File: src/rtl/semlock_pkg.sv
package semlock_pkg;
  typedef enum logic [1:0] {
    OP_DOWN = 2'd0,
    OP_UP   = 2'd1,
    OP_TAKE = 2'd2,
    OP_DROP = 2'd3
  } sl_op_e;
endpackage

File: src/rtl/sem_rr_arb.sv
module sem_rr_arb #(
  parameter int N = 4,
  localparam int RW = (N > 1) ? $clog2(N) : 1
) (
  input  logic          clk,
  input  logic          rst,
  input  logic [N-1:0]  elig,
  output logic          win_valid,
  output logic [RW-1:0] win_idx
);
  logic [RW-1:0] ptr_q;

  // scan from the pointer upward; the lowest offset found is kept
  always_comb begin
    win_valid = 1'b0;
    win_idx   = '0;
    for (int k = N - 1; k >= 0; k--) begin
      int j;
      j = int'(ptr_q) + k;
      if (j >= N) j = j - N;
      if (elig[j]) begin
        win_valid = 1'b1;
        win_idx   = RW'(j);
      end
    end
  end

  always_ff @(posedge clk) begin
    if (rst) ptr_q <= '0;
    else if (win_valid) ptr_q <= (int'(win_idx) == N - 1) ? '0 : win_idx + 1'b1;
  end
endmodule

File: src/rtl/sem_bank.sv
module sem_bank #(
  parameter int NSEM = 8,
  parameter int VW = 4,
  parameter int MAXV = 5,
  parameter logic [NSEM-1:0] COUNT_MASK = 8'h0C,
  parameter logic [NSEM-1:0] SPLIT_MASK = 8'hF0,
  parameter logic [NSEM*VW-1:0] INIT_VALS = 32'h0001_3111,
  localparam int SW = (NSEM > 1) ? $clog2(NSEM) : 1
) (
  input  logic               clk,
  input  logic               rst,
  input  logic               op_valid,
  input  logic               op_down,
  input  logic               op_up,
  input  logic [SW-1:0]      op_idx,
  output logic               v_err,
  output logic [NSEM-1:0]    nz,
  output logic [NSEM*VW-1:0] vals_flat
);
  logic [VW-1:0] val_q [NSEM];
  logic [VW-1:0] cur, limit;
  logic          others_one;

  assign cur   = val_q[op_idx];
  assign limit = COUNT_MASK[op_idx] ? VW'(MAXV) : VW'(1);

  always_comb begin
    others_one = 1'b0;
    for (int s = 0; s < NSEM; s++)
      if (SPLIT_MASK[s] && (SW'(s) != op_idx) && (val_q[s] != '0)) others_one = 1'b1;
  end

  assign v_err = op_valid && op_up &&
                 ((cur >= limit) || (SPLIT_MASK[op_idx] && others_one));

  for (genvar s = 0; s < NSEM; s++) begin : g_view
    assign nz[s] = |val_q[s];
    assign vals_flat[s*VW +: VW] = val_q[s];
  end

  always_ff @(posedge clk) begin
    if (rst) begin
      for (int s = 0; s < NSEM; s++) val_q[s] <= INIT_VALS[s*VW +: VW];
    end else if (op_valid && op_down && (cur != '0)) begin
      val_q[op_idx] <= cur - 1'b1;
    end else if (op_valid && op_up && !v_err) begin
      val_q[op_idx] <= cur + 1'b1;
    end
  end
endmodule

File: src/rtl/lock_bank.sv
module lock_bank #(
  parameter int NLOCK = 4,
  localparam int LW = (NLOCK > 1) ? $clog2(NLOCK) : 1
) (
  input  logic          clk,
  input  logic          rst,
  input  logic          op_valid,
  input  logic          op_take,
  input  logic          op_drop,
  input  logic [LW-1:0] op_idx,
  output logic          busy
);
  logic [NLOCK-1:0] held_q;

  assign busy = held_q[op_idx];

  always_ff @(posedge clk) begin
    if (rst) held_q <= '0;
    else if (op_valid) begin
      if (op_take && !busy) held_q[op_idx] <= 1'b1;
      else if (op_drop) held_q[op_idx] <= 1'b0;
    end
  end
endmodule

File: src/rtl/semlock_unit.sv
module semlock_unit
  import semlock_pkg::*;
#(
  parameter int N_REQ = 4,
  parameter int NSEM = 8,
  parameter int NLOCK = 4,
  parameter int VW = 4,
  parameter int MAXV = 5,
  parameter logic [NSEM-1:0] COUNT_MASK = 8'h0C,
  parameter logic [NSEM-1:0] SPLIT_MASK = 8'hF0,
  parameter logic [NSEM*VW-1:0] INIT_VALS = 32'h0001_3111,
  localparam int SW = (NSEM > 1) ? $clog2(NSEM) : 1,
  localparam int LW = (NLOCK > 1) ? $clog2(NLOCK) : 1,
  localparam int RW = (N_REQ > 1) ? $clog2(N_REQ) : 1
) (
  input  logic                clk,
  input  logic                rst,
  input  logic [N_REQ-1:0]    req_valid,
  input  logic [2*N_REQ-1:0]  req_op,
  input  logic [SW*N_REQ-1:0] req_idx,
  output logic [N_REQ-1:0]    grant,
  output logic [N_REQ-1:0]    fail,
  output logic [N_REQ-1:0]    err
);
  logic [NSEM-1:0]    sem_nz;
  logic [NSEM*VW-1:0] sem_vals;
  logic [N_REQ-1:0]   elig;
  logic               win_valid;
  logic [RW-1:0]      win_idx;
  sl_op_e             w_op;
  logic [SW-1:0]      w_idx;
  logic [N_REQ-1:0]   w_oh;
  logic               do_down, do_up, do_take, do_drop;
  logic               v_err, lock_busy;

  // a wait on an empty semaphore stays out of arbitration
  for (genvar i = 0; i < N_REQ; i++) begin : g_elig
    logic [1:0]    op_i;
    logic [SW-1:0] idx_i;
    assign op_i    = req_op[2*i +: 2];
    assign idx_i   = req_idx[SW*i +: SW];
    assign elig[i] = req_valid[i] && ((op_i != OP_DOWN) || sem_nz[idx_i]);
  end

  sem_rr_arb #(.N(N_REQ)) u_arb (
    .clk(clk), .rst(rst), .elig(elig), .win_valid(win_valid), .win_idx(win_idx)
  );

  always_comb begin
    w_op  = sl_op_e'(req_op[2*int'(win_idx) +: 2]);
    w_idx = req_idx[SW*int'(win_idx) +: SW];
    w_oh  = N_REQ'(1) << win_idx;
  end

  assign do_down = win_valid && (w_op == OP_DOWN);
  assign do_up   = win_valid && (w_op == OP_UP);
  assign do_take = win_valid && (w_op == OP_TAKE);
  assign do_drop = win_valid && (w_op == OP_DROP);

  sem_bank #(
    .NSEM(NSEM), .VW(VW), .MAXV(MAXV), .COUNT_MASK(COUNT_MASK),
    .SPLIT_MASK(SPLIT_MASK), .INIT_VALS(INIT_VALS)
  ) u_sems (
    .clk(clk), .rst(rst), .op_valid(win_valid), .op_down(do_down), .op_up(do_up),
    .op_idx(w_idx), .v_err(v_err), .nz(sem_nz), .vals_flat(sem_vals)
  );

  lock_bank #(.NLOCK(NLOCK)) u_locks (
    .clk(clk), .rst(rst), .op_valid(win_valid), .op_take(do_take), .op_drop(do_drop),
    .op_idx(w_idx[LW-1:0]), .busy(lock_busy)
  );

  always_ff @(posedge clk) begin
    if (rst) begin
      grant <= '0;
      fail  <= '0;
      err   <= '0;
    end else begin
      grant <= win_valid ? w_oh : '0;
      err   <= v_err ? w_oh : '0;
      fail  <= (do_take && lock_busy) ? w_oh : '0;
    end
  end
endmodule

File: config.mk
export PLATFORM = sky130hd
export DESIGN_NAME = semlock_unit
export DESIGN_NICKNAME = d
export VERILOG_FILES = /design/src/rtl/semlock_pkg.sv /design/src/rtl/sem_rr_arb.sv /design/src/rtl/sem_bank.sv /design/src/rtl/lock_bank.sv /design/src/rtl/semlock_unit.sv
export SDC_FILE = /design/constraint.sdc
export NUM_CORES = 1
export LEC_CHECK = 0
export ABC_AREA = 1
export ABC_CLOCK_PERIOD_IN_PS = 7500
export BUFFER_PORTS_ARGS = -buffer_cell sky130_fd_sc_hd__clkbuf_2
export CORE_UTILIZATION = 61
export CTS_BUF_LIST = sky130_fd_sc_hd__clkbuf_4 sky130_fd_sc_hd__clkbuf_8
export CTS_CLUSTER_SIZE = 40
export DETAILED_ROUTE_END_ITERATION = 8
export PLACE_DENSITY = 0.87
export SYNTH_ARGS = -nofsm -noshare
export SYNTH_HDL_FRONTEND = slang
export SYNTH_HIERARCHICAL = 1
export SYNTH_SLANG_ARGS = --single-unit
export TNS_END_PERCENT = 20
File: constraint.sdc
create_clock -name clk -period 7.5 [get_ports clk]
set_input_delay 1.5 -clock clk [delete_from_list [all_inputs] [get_ports clk]]
set_output_delay 1.5 -clock clk [all_outputs]
set_load 0.005 [all_outputs]
==> flow_summary_export.csv <==
group,metric,value,unit
grt,grt_pass1_vias,3283,
final_layout,final_net_count,578,
detailed_routing,drc_errors,0,
yosys,synth.distinct_cells,32,
final_layout,postLayoutCoreUtil,69.2,%
yosys,ys_top_cells_by_count,"185 x nand2_1, 67 x nor2_1, 56 x inv_1, 56 x nand3_1, 32 x edfxtp_1",
detailed_routing,vias_per_cell,5.63,
sta,final.setup.worst_slack,892,ps
yosys,synthXorXnorAreaFrac,0.254,%
yosys,synth_edf_count,32,
clocking,cts_setup_buffers,0,
final_layout,n_antenna_cell,0,
detailed_routing,drt-total-wl,8520,um
final_layout,fillers,464,
grt,grt_usage,29.8,%
sta,post-route-period-util,88.1,%
final_layout,layout-drive-gt1-share,17.3,%
run,maxCapViolations,0,
sta,tns,0,ps
critical_path,startpoint_type,"input pin",
sta,fmax,151,MHz
detailed_routing,dr.pass1.iters,5,
floorplan,die_height,77.2,um
grt,overflow,0,
sta,hold_violations,0,
critical_path,slowest_stage,"ha_1",
place,pre_cts_ws,799,ps
clocking,clock_path_buffers,2,
grt,grt_pass1_wl,14200,um
clocking,htree_levels,2,
critical_path,crit_path_max_incr_delay,350,ps
yosys,synth_top_area_share,27.8,%
clocking,clock-sinks,50,
sta,relSlewSlack,32.2,%
sta,report.final.slew_viol_count,0,
clocking,clk_latency,300,ps
sta,tightest_slew,1020,ps
critical_path,r2r_cells,41,
grt,antenna_found_initial,0,
sta,finalClockSkew,14.1,ps
yosys,synth_most_common_cell,"nand2_1",
critical_path,cpMostUsedCell,"nand2_1",
floorplan,rows,27,
yosys,syn_area,0.00345,sq mm
yosys,yosysSeqAreaShare,38.3,%
clocking,cts_buffers,5,
clocking,cts_resized,0,
floorplan,boundaryPins,38,
detailed_routing,vias,3498,
floorplan,die-width,77.2,um
detailed_routing,wirelength_met1,3490,um
yosys,synth_top_area_cell,"edfxtp_1",
yosys,synth_top_family_by_area,"simple AND/OR/NAND/NOR gates",
detailed_routing,ant_nets,0,
sta,rsz0062_at_grt,"false",
yosys,synth-adder-area-share,1.67,%
detailed_routing,route.detailed.wl_per_inst,13.7,um
floorplan,die-area,0.00597,sq mm
yosys,yosys.area_share.simple,46.8,%
sta,setup_viol,0,
yosys,syn_avg_cell_area,6.78,sq um
floorplan,start_util,63.1,%
hold_path,whs_path_depth,2,
critical_path,required,7550,ps
clocking,holdBufCountCts,0,
yosys,synthCells,509,
hold_path,hold_path_class,"reg -> reg",
critical_path,critPathArrivalTime,6660,ps
place,port_buffers,37,
detailed_routing,wl_met3,834,um
yosys,synth_warnings,6,
detailed_routing,drt_first_iter_violations,239,
critical_path,critical_path_class,"in -> reg",
detailed_routing,dr_wl_met2,3960,um
grt,grt_start_max_net_pins,28,
place,dp.cells,613,
final_layout,area_growth,9.60,%
clocking,root_buffer,"clkbuf_8",
detailed_routing,routed.top_layer,"met4",
status,status,"finished clean",
yosys,ys_seq_elements,50,
clocking,path_clk_slew,80,ps
place,dp.final_hpwl,6570,um
yosys,syn-num-nets,539,
yosys,synthMuxAreaShare,0,%
place,gp_congestion,0.970,
final_layout,final_cells,621,
critical_path,cp_max_fo,19,
critical_path,cp-end-kind,"register",
yosys,async_reset_ff_share,0,%
clocking,cts_tree,"built",
yosys,synth-main-ff-cell,"edfxtp_1",
yosys,synthTopCellsByArea,"edfxtp_1 28%, nand2_1 20%, dfxtp_1 10%",
sta,min_period,6610,ps
yosys,synth_compound_area_share,3.33,%
floorplan,core_area,0.00547,sq mm
[registers in the layout (all words and copies together) (netlist names), named ones only]
register	cells
u_arb/ptr_q	2
grant	4
err	4
u_sems/val_q	32
fail	4
[final cells by class]
cell class	count	area [sq um]	area share [%]
Clock inverter	2	12.5	0.331
Clock buffer	6	76.3	2.02
Tap cell	72	90.1	2.38
Inverter	69	264	6.98
Sequential cell	50	1320	34.9
Multi-Input combinational cell	381	1810	47.7
Timing Repair Buffer	41	215	5.69
[cell usage in the layout (no fill, tap or decap), drive strengths merged]
master and instances:
xnor2 1, a21oi 11, ha 3, nand4 5, nor3 6, nand3b 2, nand2 206, o221ai 3
a22oi 3, clkbuf 43, nor2 75, buf 4, or4 4, dfxtp 18, edfxtp 32, nand3 60
inv 67, o21bai 1, fa 1, clkinv 4
[cell families (layout without fill, tap and decap cells)]
kind of cell    count (synthesis)  count (layout)
xor+xnor                        1               1
fa+ha+maj                       4               4
simple gates                  358             358
buf+inv                        78             118
compound gates                 18              18
flops                          50              50
[critical path, delay by kind of cell]
kind | cells | cell delay, ps
simple gates | 27 | 2810
buf+inv | 10 | 1350
compound gates | 3 | 430
fa+ha+maj | 2 | 540
[per-stage QoR]
| step | hold WS (ps) | cell area, sq um |
|---|---|---|
| 2_1_floorplan | 421 | 3450 |
| 3_3_place_gp | 436 | 3700 |
| 3_5_place_dp | 436 | 3700 |
| 4_1_cts | 449 | 3780 |
| 5_1_grt | 471 | 3780 |
| 6_report | 445 | 3780 |
[per-layer routing]
layer,up-vias,global-route usage (%)
li1,1692,-
met1,1552,38.2
met2,223,49.4
met3,31,4.88
met4,0,12.8
met5,-,0
[path summary, 6_finish.rpt]
path | from | end | slack [ps]
max | req_idx[9] | u_sems/val_q[6][3] | 890
min | register | register | 440
max reg2reg | u_sems/val_q[2][2] | u_sems/val_q[6][3] | 1330
min reg2reg | register | register | 440
Power is left out: the tool's default activity adds up to more than one toggle a clock period on the data nets, which glitch-free logic cannot reach.
